### src/rtl/wdt_pkg.sv
package wdt_pkg;

    localparam int CNT_W = 12;
    localparam logic [7:0] RESTART_KEY = 8'hA5;

    localparam logic [1:0] ADDR_CTRL = 2'd0;
    localparam logic [1:0] ADDR_MODE = 2'd1;
    localparam logic [1:0] ADDR_STAT = 2'd2;

    typedef struct packed {
        logic             wd_off;
        logic             dbg_hold;
        logic             err_rst_en;
        logic             cpu_only;
        logic             rst_en;
        logic [CNT_W-1:0] delta;
        logic [CNT_W-1:0] reload;
    } mode_t;

    localparam int MODE_W = $bits(mode_t);

    typedef struct packed {
        logic win_err;
        logic expired;
    } flags_t;

    localparam mode_t MODE_DEFAULT = '{
        wd_off:     1'b0,
        dbg_hold:   1'b0,
        err_rst_en: 1'b0,
        cpu_only:   1'b0,
        rst_en:     1'b1,
        delta:      {CNT_W{1'b1}},
        reload:     {CNT_W{1'b1}}
    };

    function automatic mode_t decode_mode(input logic [31:0] d);
        return mode_t'(d[MODE_W-1:0]);
    endfunction

    function automatic logic key_ok(input logic [31:0] d);
        return (d[31:24] == RESTART_KEY) && d[0];
    endfunction

endpackage

### src/rtl/wdt_prescaler.sv
module wdt_prescaler #(
    parameter int DIV = 128
) (
    input  logic clk,
    input  logic rst,
    input  logic clear,
    input  logic run,
    input  logic slow_tick,
    output logic tick
);
    localparam int W = (DIV > 1) ? $clog2(DIV) : 1;
    localparam logic [W-1:0] LAST = W'(DIV - 1);

    logic [W-1:0] pre;

    assign tick = run && slow_tick && (pre == LAST);

    always_ff @(posedge clk) begin
        if (rst || clear)
            pre <= '0;
        else if (run && slow_tick)
            pre <= tick ? '0 : pre + 1'b1;
    end

    // a step always restarts the division from zero
    a_r2_wrap: assert property (@(posedge clk) disable iff (rst)
        (tick && !clear) |=> (pre == '0));

endmodule

### src/rtl/wdt_regs.sv
module wdt_regs
    import wdt_pkg::*;
(
    input  logic             clk,
    input  logic             rst,
    input  logic [1:0]       bus_addr,
    input  logic             bus_we,
    input  logic             bus_re,
    input  logic [31:0]      bus_wdata,
    input  logic             expire_ev,
    input  logic             win_err_ev,
    input  logic [CNT_W-1:0] cnt,
    output mode_t            mode,
    output mode_t            mode_new,
    output logic             mode_load,
    output logic             restart_req,
    output logic [31:0]      bus_rdata
);
    logic   locked;
    flags_t flags;
    logic   stat_rd;

    assign mode_new    = decode_mode(bus_wdata);
    assign mode_load   = bus_we && (bus_addr == ADDR_MODE) && !locked;
    assign restart_req = bus_we && (bus_addr == ADDR_CTRL) && key_ok(bus_wdata);
    assign stat_rd     = bus_re && (bus_addr == ADDR_STAT);

    always_ff @(posedge clk) begin
        if (rst) begin
            mode   <= MODE_DEFAULT;
            locked <= 1'b0;
        end else if (mode_load) begin
            mode   <= mode_new;
            locked <= 1'b1;
        end
    end

    always_ff @(posedge clk) begin
        if (rst) begin
            flags <= '0;
        end else begin
            if (expire_ev)       flags.expired <= 1'b1;
            else if (stat_rd)    flags.expired <= 1'b0;
            if (win_err_ev)      flags.win_err <= 1'b1;
            else if (stat_rd)    flags.win_err <= 1'b0;
        end
    end

    always_ff @(posedge clk) begin
        if (rst) begin
            bus_rdata <= '0;
        end else if (bus_re) begin
            case (bus_addr)
                ADDR_MODE: bus_rdata <= {{(32-MODE_W){1'b0}}, mode};
                ADDR_STAT: bus_rdata <= {4'b0, cnt, 14'b0, flags};
                default:   bus_rdata <= '0;
            endcase
        end
    end

    // once locked, the mode register never changes until reset
    a_r1_locked_mode: assert property (@(posedge clk) disable iff (rst)
        (locked && !rst) |=> $stable(mode));

    // a status read with no new expiry leaves the expiry flag clear
    a_r9_read_clears: assert property (@(posedge clk) disable iff (rst)
        (!rst && stat_rd && !expire_ev) |=> !flags.expired);

endmodule

### src/rtl/wdt_counter.sv
module wdt_counter
    import wdt_pkg::*;
#(
    parameter int PULSE_LEN = 16
) (
    input  logic             clk,
    input  logic             rst,
    input  mode_t            mode,
    input  mode_t            mode_new,
    input  logic             mode_load,
    input  logic             restart_req,
    input  logic             dbg_in,
    input  logic             tick,
    output logic             run,
    output logic             pre_clear,
    output logic [CNT_W-1:0] cnt,
    output logic             expire_ev,
    output logic             win_err_ev,
    output logic             sys_rst,
    output logic             cpu_rst
);
    localparam int PW = $clog2(PULSE_LEN + 1);
    localparam logic [PW-1:0] PLEN = PW'(PULSE_LEN);

    logic [PW-1:0] pulse_cnt;
    logic          tgt_cpu;
    logic          busy, halted, in_window, restart_ok, restart_bad, fire;

    assign busy        = (pulse_cnt != '0);
    assign halted      = mode.dbg_hold && dbg_in;
    assign run         = !mode.wd_off && !halted && !busy;
    assign in_window   = (cnt <= mode.delta);
    assign restart_ok  = restart_req && !busy && in_window;
    assign restart_bad = restart_req && !busy && !in_window;
    assign expire_ev   = tick && (cnt == '0) && !restart_ok;
    assign win_err_ev  = restart_bad;
    assign fire        = !mode.wd_off &&
                         ((expire_ev && mode.rst_en) || (restart_bad && mode.err_rst_en));
    assign pre_clear   = mode_load || restart_ok || busy;

    always_ff @(posedge clk) begin
        if (rst)
            cnt <= MODE_DEFAULT.reload;
        else if (mode_load)
            cnt <= mode_new.reload;
        else if (restart_ok)
            cnt <= mode.reload;
        else if (busy) begin
            if (pulse_cnt == PW'(1)) cnt <= mode.reload;
        end else if (expire_ev) begin
            if (!fire) cnt <= mode.reload;
        end else if (tick)
            cnt <= cnt - 1'b1;
    end

    always_ff @(posedge clk) begin
        if (rst) begin
            pulse_cnt <= '0;
            tgt_cpu   <= 1'b0;
        end else if (fire) begin
            pulse_cnt <= PLEN;
            tgt_cpu   <= mode.cpu_only;
        end else if (busy) begin
            pulse_cnt <= pulse_cnt - 1'b1;
        end
    end

    assign sys_rst = busy && !tgt_cpu;
    assign cpu_rst = busy && tgt_cpu;

    // an ordinary step lowers the counter by exactly one
    a_r2_step: assert property (@(posedge clk) disable iff (rst)
        (!rst && tick && (cnt != '0) && !restart_ok && !mode_load)
        |=> (cnt == $past(cnt) - 1'b1));

    // a legal restart leaves the reload value in the counter
    a_r3_restart_loads: assert property (@(posedge clk) disable iff (rst)
        (!rst && restart_ok && !mode_load) |=> (cnt == $past(mode.reload)));

    // a disabled watchdog never starts a request
    a_r5_off_quiet: assert property (@(posedge clk) disable iff (rst)
        (!rst && mode.wd_off && !busy) |=> !(sys_rst || cpu_rst));

    // debug hold freezes the count
    a_r7_dbg_freeze: assert property (@(posedge clk) disable iff (rst)
        (!rst && halted && !busy && !restart_req && !mode_load) |=> $stable(cnt));

    // the counter holds the reload value as the request ends
    a_r10_reload_after: assert property (@(posedge clk) disable iff (rst)
        (!$past(rst) && $fell(busy)) |-> (cnt == $past(mode.reload)));

endmodule

### src/rtl/wdt_keyed_top.sv
module wdt_keyed_top
    import wdt_pkg::*;
#(
    parameter int PRESCALE  = 128,
    parameter int PULSE_LEN = 16
) (
    input  logic        clk,
    input  logic        rst,
    input  logic        slow_tick_i,
    input  logic        dbg_halt_i,
    input  logic [1:0]  bus_addr_i,
    input  logic        bus_we_i,
    input  logic        bus_re_i,
    input  logic [31:0] bus_wdata_i,
    output logic [31:0] bus_rdata_o,
    output logic        sys_rst_o,
    output logic        cpu_rst_o
);
    mode_t            mode, mode_new;
    logic             mode_load, restart_req;
    logic             run, pre_clear, tick;
    logic [CNT_W-1:0] cnt;
    logic             expire_ev, win_err_ev;

    wdt_regs u_regs (
        .clk        (clk),
        .rst        (rst),
        .bus_addr   (bus_addr_i),
        .bus_we     (bus_we_i),
        .bus_re     (bus_re_i),
        .bus_wdata  (bus_wdata_i),
        .expire_ev  (expire_ev),
        .win_err_ev (win_err_ev),
        .cnt        (cnt),
        .mode       (mode),
        .mode_new   (mode_new),
        .mode_load  (mode_load),
        .restart_req(restart_req),
        .bus_rdata  (bus_rdata_o)
    );

    wdt_prescaler #(.DIV(PRESCALE)) u_pre (
        .clk      (clk),
        .rst      (rst),
        .clear    (pre_clear),
        .run      (run),
        .slow_tick(slow_tick_i),
        .tick     (tick)
    );

    wdt_counter #(.PULSE_LEN(PULSE_LEN)) u_cnt (
        .clk        (clk),
        .rst        (rst),
        .mode       (mode),
        .mode_new   (mode_new),
        .mode_load  (mode_load),
        .restart_req(restart_req),
        .dbg_in     (dbg_halt_i),
        .tick       (tick),
        .run        (run),
        .pre_clear  (pre_clear),
        .cnt        (cnt),
        .expire_ev  (expire_ev),
        .win_err_ev (win_err_ev),
        .sys_rst    (sys_rst_o),
        .cpu_rst    (cpu_rst_o)
    );

    // the two request outputs never rise together
    a_r6_one_target: assert property (@(posedge clk) disable iff (rst)
        !(sys_rst_o && cpu_rst_o));

endmodule

### config.mk
export PLATFORM = sky130hd
export DESIGN_NAME = wdt_keyed_top
export DESIGN_NICKNAME = d
export VERILOG_FILES = /design/src/rtl/wdt_pkg.sv /design/src/rtl/wdt_prescaler.sv /design/src/rtl/wdt_regs.sv /design/src/rtl/wdt_counter.sv /design/src/rtl/wdt_keyed_top.sv
export SDC_FILE = /design/constraint.sdc
export NUM_CORES = 1
export LEC_CHECK = 0
export BUFFER_PORTS_ARGS = -buffer_cell sky130_fd_sc_hd__buf_2
export CORE_AREA = 4 4 126 128
export DETAILED_ROUTE_END_ITERATION = 12
export DIE_AREA = 0 0 130 132
export GPL_ROUTABILITY_DRIVEN = 0
export GPL_TIMING_DRIVEN = 0
export PLACE_DENSITY = 0.52
export SYNTH_ARGS = -nofsm -noshare
export SYNTH_HDL_FRONTEND = slang
export SYNTH_SLANG_ARGS = --single-unit
export TNS_END_PERCENT = 1
### constraint.sdc
create_clock -name clk -period 4.15 [get_ports clk]
set_input_delay 0.83 -clock clk [delete_from_list [all_inputs] [get_ports clk]]
set_output_delay 0.83 -clock clk [all_outputs]
set_load 0.05 [all_outputs]
==> run metrics <==
I/O pins 74; highest routed layer met4; sequential share of the synthesized area roughly 40%; utilization after layout between 30% and 40%; r2r startpoint u_cnt.cnt[1]; count of cell types in the netlist 54; met2 WL post-DR ~6.3 mm; Max-Cap Viols 0; slew at the pin closest to its max-slew limit 1.12 ns; crit-path max FO 10; port buffer count 68; number of synthesized flops with an enable pin 0; Diodes inserted 0; Post-layout nets 665; Reg2Reg Setup Slack approximately 0.7 ns; Final Hold Vio Count 0; YS warnings 0; clock-pin slew on the worst setup and hold paths approximately 0.070 ns; total die area approximately 0.017 mm^2; Power Density 542 mW/mm^2; clock skew around 0.0094 ns; Peak VDD IR ~0.21 mV; worst hold path depth 2; Post-CTS Resized 0; routed len/inst about 17 um; Sum Neg Setup Slack 0 ns; RSZ-0062 raised after global routing false; antenna viol nets, final 0; worst endpoint required time about 4.4 ns; antenna violations before repair 0; dpl hpwl approximately 11 mm; CP Launch Type register; detailed-route vias per instance 5.15; H-tree depth 3; status finished, final reports clean; Synth top area share approximately 40%; period utilisation layout between 80% and 90%; total power 2840 uW; Hold Crit Start u_regs.bus_rdata[7]; Setup crit end kind register; Worst-Skew Late Latency between 0.3 and 0.4 ns; Most used DFF post-synth dfxtp_1; overall global routing resource usage ~16%; hold buffer count at cts 0; clock buffer count from CTS 9; Seq cells post-synth 86; Synth area leader dfxtp_1; Post-CTS Repair Setup Buffers 0; vias just over 4000; asr flop ratio synth 0%; number of DRC markers in iteration 0 321; Final Max Tran Viols 0; DIE WIDTH approximately 130 um; Remaining Overflow, GRT 0; Setup Crit Path Kind register to register; WL final 13.7 mm; syn_area_per_cell 8.31 um^2; Final min period 3.46 ns; starting density of the core between 20 and 30%; leading post-synthesis cells by cell area dfxtp_1 40%, a21oi_1 7.8%, ha_1 5.7%; clock sinks 86; Die Y 132 um; WP data arrival between 3 and 4 ns; vias in the first global route between 3000 and 4000; Synth Cell Area around 0.0044 mm^2; FF-to-FF path depth 11; area grow syn2layout 20.1%; hold path endpoint u_regs.bus_rdata[7]; fraction of final layout cells sized beyond drive strength 1 roughly 17%; Worst Hold Class register to register; largest net degree at the start of global routing 15; Core Region roughly 0.015 mm^2; synth cell count leaders 86 x dfxtp_1, 68 x a21oi_1, 48 x nand2_1; CTS tree yes; DR pass1 iterations 5; clk buf depth 2; leakage between 0.002 and 0.0025 uW; site row count 45; most frequent cell after synthesis dfxtp_1; Max Fclk a little under 300 MHz; met3 routed wirelength between 700 and 800 um; global-route wire length before repair ~21 mm; Met1 Wirelength around 6.3 mm; final setup violation count 0; Post-Syn Instances around 520; clock root cell clkbuf_16; R2R Path End u_cnt.cnt[10]; relative slew slack roughly 24%; DRC violations left 0
[worst max-delay path: stages, from the launching register on]
cell and delay (ns):
dfxtp_1 0.48, ha_1 0.30, nor2b_1 0.13, o211ai_1 0.18, a211oi_1 0.11, o41ai_1 0.91, a211o_2 0.35, o21a_1 0.16
buf_6 0.13, clkbuf_1 0.38, nor3_1 0.08, a31oi_1 0.18
[worst max path at each step]
| stage | start | to | slack (ns) | cells past startpoint |
|---|---|---|---|---|
| final | u_cnt.cnt[1] | u_cnt.cnt[10] | 0.69 | 11 |
| after CTS | u_cnt.cnt[1] | u_cnt.cnt[8] | 0.78 | 11 |
| after floorplan | bus_wdata_i[28] | u_cnt.cnt[10] | 1.26 | 10 |
| after global placement | bus_addr_i[0] | u_cnt.cnt[10] | 0.51 | 13 |
| after detailed placement | bus_addr_i[0] | u_cnt.cnt[10] | 0.49 | 13 |
| after global routing | u_cnt.cnt[1] | u_cnt.cnt[10] | 0.49 | 11 |
[flip-flops by register name (all words and copies together), names as in the netlist]
signal            cells
u_regs.mode          29
u_pre.pre             7
u_regs.locked         1
u_cnt.cnt            12
u_regs.bus_rdata     29
u_regs.flags          2
u_cnt.tgt_cpu         1
u_cnt.pulse_cnt       5
[final cells by class]
cell class	instances	area (um^2)
Buffer	38	211
Tap cell	188	235
Sequential cell	86	1720
Clock buffer	11	233
Clock inverter	5	58.8
Fill cell	1622	9630
Multi-Input combinational cell	382	2360
Inverter	20	75.1
Timing Repair Buffer	68	340
[power breakdown]
part / internal (uW) / switching, uW
Combinational: 360 / 633
Clock: 468 / 341
Sequential: 917 / 116
[per-layer routing]
metal / vias to the layer above / GRT usage (%)
met5: - / 0
met4: 0 / 5.54
met3: 22 / 2.88
met2: 125 / 25.4
met1: 1948 / 22.0
li1: 2011 / -
[cells by family after synthesis]
group / Yosys count / share of synthesized area (%)
buffers and inverters: 58 / 6.58
AND/OR/NAND/NOR: 202 / 24.1
adder cells (fa/ha/maj): 20 / 5.74
XOR/XNOR: 15 / 3.02
flip-flops: 86 / 39.5
multiplexers: 2 / 0.460
other: 1 / 0.0861
AO/OA/AOI/OAI: 140 / 20.5
[per-stage QoR]
stage               instance area (um^2)  setup WS, ns  cells  hold WS [ns]
floorplan                           4360          1.26    526         0.449
global placement                    4940         0.514    782         0.458
detailed placement                  4940         0.486    782         0.458
CTS                                 5230         0.781    798         0.469
global route                        5230         0.492    798         0.485
finish                              5230         0.689    798         0.464
[placed cells by master (no fill, tap or decap), drive strengths merged, types with 20 or more instances in the layout]
cell	instances
a21oi	68
buf	81
clkbuf	35
dfxtp	86
ha	20
inv	21
nand2	48
nand3	20
nor2	46
nor3	21
(Power assumes the default switching activity.)
